[config.mk]
export PLATFORM = sky130hd
export DESIGN_NAME = dma_prio_arbiter
export DESIGN_NICKNAME = d
export VERILOG_FILES = /design/src/rtl/dma_arb_pkg.sv /design/src/rtl/dma_prio_regs.sv /design/src/rtl/dma_prio_pick.sv /design/src/rtl/dma_prio_arbiter.sv
export SDC_FILE = /design/constraint.sdc
export NUM_CORES = 1
export LEC_CHECK = 0
export BUFFER_PORTS_ARGS = -buffer_cell sky130_fd_sc_hd__buf_2
export CORE_MARGIN = 10
export CORE_UTILIZATION = 53
export DETAILED_ROUTE_END_ITERATION = 7
export PLACE_DENSITY_LB_ADDON = 0.1
export SYNTH_ARGS = -nofsm -noshare
export SYNTH_HDL_FRONTEND = slang
export SYNTH_SLANG_ARGS = --single-unit
[constraint.sdc]
create_clock -name clk -period 38 [get_ports clk]
set_input_delay 5.7 -clock clk [delete_from_list [all_inputs] [get_ports clk]]
set_output_delay 5.7 -clock clk [all_outputs]
set_load 0.02 [all_outputs]
[src/rtl/dma_arb_pkg.sv]
package dma_arb_pkg;

    typedef enum logic [1:0] {
        ARB_HOLD,
        ARB_GRANT,
        ARB_PREEMPT,
        ARB_RESTORE
    } arb_act_e;

endpackage

[src/rtl/dma_prio_regs.sv]
module dma_prio_regs #(
    parameter int unsigned NUM_CH = 16,
    parameter int unsigned PRIO_W = 4,
    parameter int unsigned GRP_W  = 2,
    localparam int unsigned IDX_W  = $clog2(NUM_CH),
    localparam int unsigned BYTE_W = PRIO_W + GRP_W + 2
) (
    input  logic                           clk,
    input  logic                           rst_n,
    input  logic                           wr_en,
    input  logic [IDX_W-1:0]               addr,
    input  logic [BYTE_W-1:0]              wdata,
    input  logic [GRP_W-1:0]               grp_prio,
    output logic [BYTE_W-1:0]              rdata,
    output logic [NUM_CH-1:0][PRIO_W-1:0]  pri_o,
    output logic [NUM_CH-1:0]              pre_en_o,
    output logic                           dup_err_o
);

    typedef struct packed {
        logic [NUM_CH-1:0][PRIO_W-1:0] pri;
        logic [NUM_CH-1:0]             pre_en;
    } rf_t;

    rf_t rf_d, rf_q;

    always_comb begin
        rf_d = rf_q;
        if (wr_en) begin
            rf_d.pri[addr]    = wdata[PRIO_W-1:0];
            rf_d.pre_en[addr] = wdata[BYTE_W-1];
        end
    end

    always_ff @(posedge clk or negedge rst_n) begin
        if (!rst_n) begin
            for (int i = 0; i < NUM_CH; i++) begin
                rf_q.pri[i] <= PRIO_W'(i);
            end
            rf_q.pre_en <= '0;
        end else begin
            rf_q <= rf_d;
        end
    end

    // read path: enable, constant zero, group mirror, priority
    assign rdata = {rf_q.pre_en[addr], 1'b0, grp_prio, rf_q.pri[addr]};

    always_comb begin
        dup_err_o = 1'b0;
        for (int i = 0; i < NUM_CH; i++) begin
            for (int j = i + 1; j < NUM_CH; j++) begin
                if (rf_q.pri[i] == rf_q.pri[j]) dup_err_o = 1'b1;
            end
        end
    end

    assign pri_o    = rf_q.pri;
    assign pre_en_o = rf_q.pre_en;

endmodule

[src/rtl/dma_prio_pick.sv]
module dma_prio_pick #(
    parameter int unsigned NUM_CH = 16,
    parameter int unsigned PRIO_W = 4,
    localparam int unsigned IDX_W = $clog2(NUM_CH)
) (
    input  logic [NUM_CH-1:0]              req,
    input  logic [NUM_CH-1:0]              mask,
    input  logic [NUM_CH-1:0][PRIO_W-1:0]  pri,
    output logic                           found,
    output logic [IDX_W-1:0]               win_idx,
    output logic [PRIO_W-1:0]              win_pri
);

    always_comb begin
        found   = 1'b0;
        win_idx = '0;
        win_pri = '0;
        for (int i = 0; i < NUM_CH; i++) begin
            if (req[i] && !mask[i] && (!found || pri[i] > win_pri)) begin
                found   = 1'b1;
                win_idx = IDX_W'(i);
                win_pri = pri[i];
            end
        end
    end

endmodule

[src/rtl/dma_prio_arbiter.sv]
module dma_prio_arbiter #(
    parameter int unsigned NUM_CH = 16,
    parameter int unsigned PRIO_W = 4,
    parameter int unsigned GRP_W  = 2,
    localparam int unsigned IDX_W  = $clog2(NUM_CH),
    localparam int unsigned BYTE_W = PRIO_W + GRP_W + 2
) (
    input  logic              clk,
    input  logic              rst_n,
    input  logic              reg_wr_en,
    input  logic [IDX_W-1:0]  reg_addr,
    input  logic [BYTE_W-1:0] reg_wdata,
    output logic [BYTE_W-1:0] reg_rdata,
    input  logic [GRP_W-1:0]  grp_prio_i,
    input  logic              fixed_mode_i,
    input  logic [NUM_CH-1:0] req_i,
    input  logic              rw_done_i,
    input  logic              minor_done_i,
    output logic              gnt_valid_o,
    output logic [NUM_CH-1:0] gnt_onehot_o,
    output logic [IDX_W-1:0]  gnt_idx_o,
    output logic              cfg_err_o
);
    import dma_arb_pkg::*;

    typedef struct packed {
        logic             act_vld;
        logic [IDX_W-1:0] act_idx;
        logic             act_pre;
        logic             sus_vld;
        logic [IDX_W-1:0] sus_idx;
        logic             grace;
    } arb_t;

    arb_t s_d, s_q;

    logic [NUM_CH-1:0][PRIO_W-1:0] pri;
    logic [NUM_CH-1:0]             pre_en;
    logic                          dup_err;
    logic [NUM_CH-1:0]             act_mask;
    logic                          win_found;
    logic [IDX_W-1:0]              win_idx;
    logic [PRIO_W-1:0]             win_pri;
    logic                          preempt_ok;
    arb_act_e                      act;

    dma_prio_regs #(.NUM_CH(NUM_CH), .PRIO_W(PRIO_W), .GRP_W(GRP_W)) i_regs (
        .clk       (clk),
        .rst_n     (rst_n),
        .wr_en     (reg_wr_en),
        .addr      (reg_addr),
        .wdata     (reg_wdata),
        .grp_prio  (grp_prio_i),
        .rdata     (reg_rdata),
        .pri_o     (pri),
        .pre_en_o  (pre_en),
        .dup_err_o (dup_err)
    );

    assign act_mask = s_q.act_vld ? (NUM_CH'(1) << s_q.act_idx) : '0;

    dma_prio_pick #(.NUM_CH(NUM_CH), .PRIO_W(PRIO_W)) i_pick (
        .req     (req_i),
        .mask    (act_mask),
        .pri     (pri),
        .found   (win_found),
        .win_idx (win_idx),
        .win_pri (win_pri)
    );

    assign preempt_ok = fixed_mode_i && !dup_err && !s_q.act_pre && !s_q.grace
                     && win_found && pre_en[win_idx] && (win_pri > pri[s_q.act_idx]);

    always_comb begin
        act = ARB_HOLD;
        s_d = s_q;
        if (s_q.act_vld) begin
            if (minor_done_i) begin
                if (s_q.sus_vld) begin
                    act = ARB_RESTORE;
                end else begin
                    s_d.act_vld = 1'b0;
                    s_d.act_pre = 1'b0;
                    s_d.grace   = 1'b0;
                end
            end else if (rw_done_i) begin
                if (preempt_ok) act = ARB_PREEMPT;
                s_d.grace = 1'b0;
            end
        end else if (win_found && !dup_err) begin
            act = ARB_GRANT;
        end

        case (act)
            ARB_GRANT: begin
                s_d.act_vld = 1'b1;
                s_d.act_idx = win_idx;
                s_d.act_pre = 1'b0;
                s_d.grace   = 1'b0;
            end
            ARB_PREEMPT: begin
                s_d.sus_vld = 1'b1;
                s_d.sus_idx = s_q.act_idx;
                s_d.act_idx = win_idx;
                s_d.act_pre = 1'b1;
            end
            ARB_RESTORE: begin
                s_d.act_idx = s_q.sus_idx;
                s_d.act_pre = 1'b0;
                s_d.sus_vld = 1'b0;
                s_d.grace   = 1'b1;
            end
            default: ;
        endcase
    end

    always_ff @(posedge clk or negedge rst_n) begin
        if (!rst_n) s_q <= '0;
        else        s_q <= s_d;
    end

    assign gnt_valid_o  = s_q.act_vld;
    assign gnt_idx_o    = s_q.act_idx;
    assign gnt_onehot_o = act_mask;
    assign cfg_err_o    = dup_err;

endmodule

==> impl_metrics.env <==
export IMPL_cp_start_kind="input pin"
export IMPL_setup_violations=0
export IMPL_slew_violations=0
export IMPL_place_congestion=0.9104
export IMPL_core_mm2=0.02673
export IMPL_cts_root_buf="clkbuf_16"
export IMPL_grtUsageTotal_pct=29.62
export IMPL_clk_path_buf_depth=2
export IMPL_dieHeight_um=184.2
export IMPL_initial_core_util_pct=53.44
export IMPL_core_rowCount=60
export IMPL_slowest_stage="a21oi_1"
export IMPL_ys_seq_area_share_pct=16.40
export IMPL_setup_tns_ns=0
export IMPL_clkLatencyLatePin_ns=0.38
export IMPL_cts_sinks=92
export IMPL_wirelength_um=50260
export IMPL_vias=12860
export IMPL_slowest_delay_ns=0.74
export IMPL_hp_class="flip-flop to flip-flop"
export IMPL_dp_slack_ns=3.734
export IMPL_synth_flop_cell="dfrtp_1"
export IMPL_nets=1709
export IMPL_synth_nets=1769
export IMPL_synth_area_per_cell_um2=8.552
export IMPL_timing_fmax_mhz=29.20
export IMPL_status="complete, no violations"
export IMPL_crit_path_max_fanout=15
export IMPL_async_flop_share_pct=100.0
export IMPL_synthesis_area_mm2=0.01428
export IMPL_syn_to_final_growth_pct=4.538
export IMPL_fin_worst_skew_ns=0.01551
export IMPL_cts_htree_levels=3
export IMPL_dieWidth_um=184.2
export IMPL_arrival_ns=34.51
export IMPL_finalCritPeriodShare_pct=90.12
export IMPL_cts_buffers_inserted=9
export IMPL_post_cts_resized=0
export IMPL_rsz0062_at_grt="no"
export IMPL_synth_seq_cells=92
export IMPL_die_area_mm2=0.03391
export IMPL_cap_violations=0
export IMPL_clkTransAtPathRegs_ns=0.08
export IMPL_grt_overflow_total=0
export IMPL_cp_required_ns=38.26
export IMPL_tightest_slew_ns=1.059
export IMPL_period_needed_ns=34.24
export IMPL_critical_path_class="input pin to flip-flop"
export IMPL_drc_errors=0
export IMPL_setup_ws_ns=3.756
export IMPL_io_pins=66
export IMPL_yosysUniqueCellTypes=84
export IMPL_postCtsSetupBuffers=0
export IMPL_drt_pass1_iter_count=5
export IMPL_cp_common_cell="a21oi_1"
export IMPL_final_common_cell="xor2_1"
export IMPL_max_slew_margin_rel_pct=29.38
export IMPL_antenna_found_initial=4
export IMPL_drt_initial_drc_count=1362
export IMPL_final_cell_mix="xor2_1, xnor2_1, nor4_1"
export IMPL_port_buffers=57
export IMPL_antenna_left=0
export IMPL_syn_inst=1670
export IMPL_wl_per_cell_um=25.68
export IMPL_hold_viol_final=0
export IMPL_cts_hold_buf=0
export IMPL_drt_vias_per_instance=6.572
export IMPL_grt_max_degree=57
export IMPL_cts_tree="yes"
export IMPL_grt_pass1_vias=12860
export IMPL_ys_warn_count=0
export IMPL_synth_edf_count=0
export IMPL_grt_pass1_wl_um=77510
export IMPL_post_dp_hpwl_um=32980
export IMPL_layout_drive_gt1_share_pct=18.89
export IMPL_endpoint_kind="flip-flop"
[path summary, 6_finish.rpt]
path | from | endpoint | slack, ns | cells past startpoint
worst max-delay path | req_i[0] | s_q[6] | 3.76 | 136
worst min-delay path | s_q[6] | s_q[6] | 0.51 | 1
worst max register to register | gnt_idx_o[0] | s_q[6] | 7.54 | 136
worst min register to register | s_q[6] | s_q[6] | 0.51 | 1
max in group asynchronous | rst_n | i_regs.pri_o[10] | 31.62 | 2
min in group asynchronous | rst_n | s_q[5] | 5.27 | 1
[cell usage after synthesis (all sizes together), types with 12 or more instances]
cell | count | area share [%]
dfstp | 32 | 5.9
nand2b | 18 | 0.79
inv | 65 | 1.7
xor2 | 352 | 22
nand4 | 51 | 2.3
o211ai | 12 | 0.63
ha | 63 | 5.5
mux4 | 45 | 7.1
nor2 | 80 | 2.2
clkbuf | 110 | 2.9
nor2b | 18 | 0.79
nor4 | 113 | 5.0
a21oi | 53 | 1.9
mux2 | 86 | 6.8
dfrtp | 60 | 11
o21ai | 68 | 2.5
a21o | 14 | 0.79
xnor2 | 129 | 7.9
buf | 57 | 1.8
nand3 | 15 | 0.53
nand2 | 78 | 2.1
mux2i | 15 | 1.1
[critical path: cells and delay by family]
family	cells	cell delay, ns
compound gates	65	14.23
simple gates	35	4.89
fa+ha+maj	18	5.21
mux	11	3.62
buf+inv	7	0.81
[metrics by stage]
step | utilization, % | hold slack, ns | instance area, µm² | std cells
after CTS | 55.85 | 0.5103 | 14930 | 1956
after floorplan | - | 0.4713 | 14280 | 1670
after global placement | 54.72 | 0.4862 | 14630 | 1940
after global routing | 55.85 | 0.5321 | 14930 | 1956
after detailed placement | 54.72 | 0.4923 | 14630 | 1940
final | 55.86 | 0.5053 | 14930 | 1957
[state kept, by name, summed over array words and instances, names as in the netlist]
| register | cells |
|---|---|
| i_regs.pri_o | 64 |
| i_regs.pre_en_o | 16 |
| gnt_valid_o | 1 |
| s_q | 7 |
| gnt_idx_o | 4 |
[area by class of cell]
cell class | instances | area, µm²
clock inverter | 6 | 72.57
fill | 2429 | 11800
inverter | 65 | 244.0
clock buffer | 10 | 229.0
sequential | 92 | 2342
tap | 341 | 426.7
timing repair buffer | 96 | 580.6
antenna | 1 | 2.502
multi-input combinational | 1346 | 11030
[per-layer routing]
layer,vias to the layer above,part of all wire [%],GRT usage (%)
met3,157,11,6.871
li1,5737,-,-
met1,6279,41,38.73
met4,2,3.8,11.70
met2,686,44,46.26
met5,-,0.026,0
[cell families (layout without fill, tap and decap cells)]
kind of cell,Yosys count,after routing,synth area share [%]
AOI/OAI and AO/OA,235,235,11.49
DFF,92,92,16.40
muxes,146,146,14.96
xor gates and xnor gates,481,481,29.50
buffers and inverters,232,177,6.352
other,1,2,0.02626
and+or+nand+nor,419,419,15.68
adders and majority gates,64,64,5.590
Power is not shown: default switching activity piles up to over one toggle a cycle in this logic, so the estimate is an artifact.
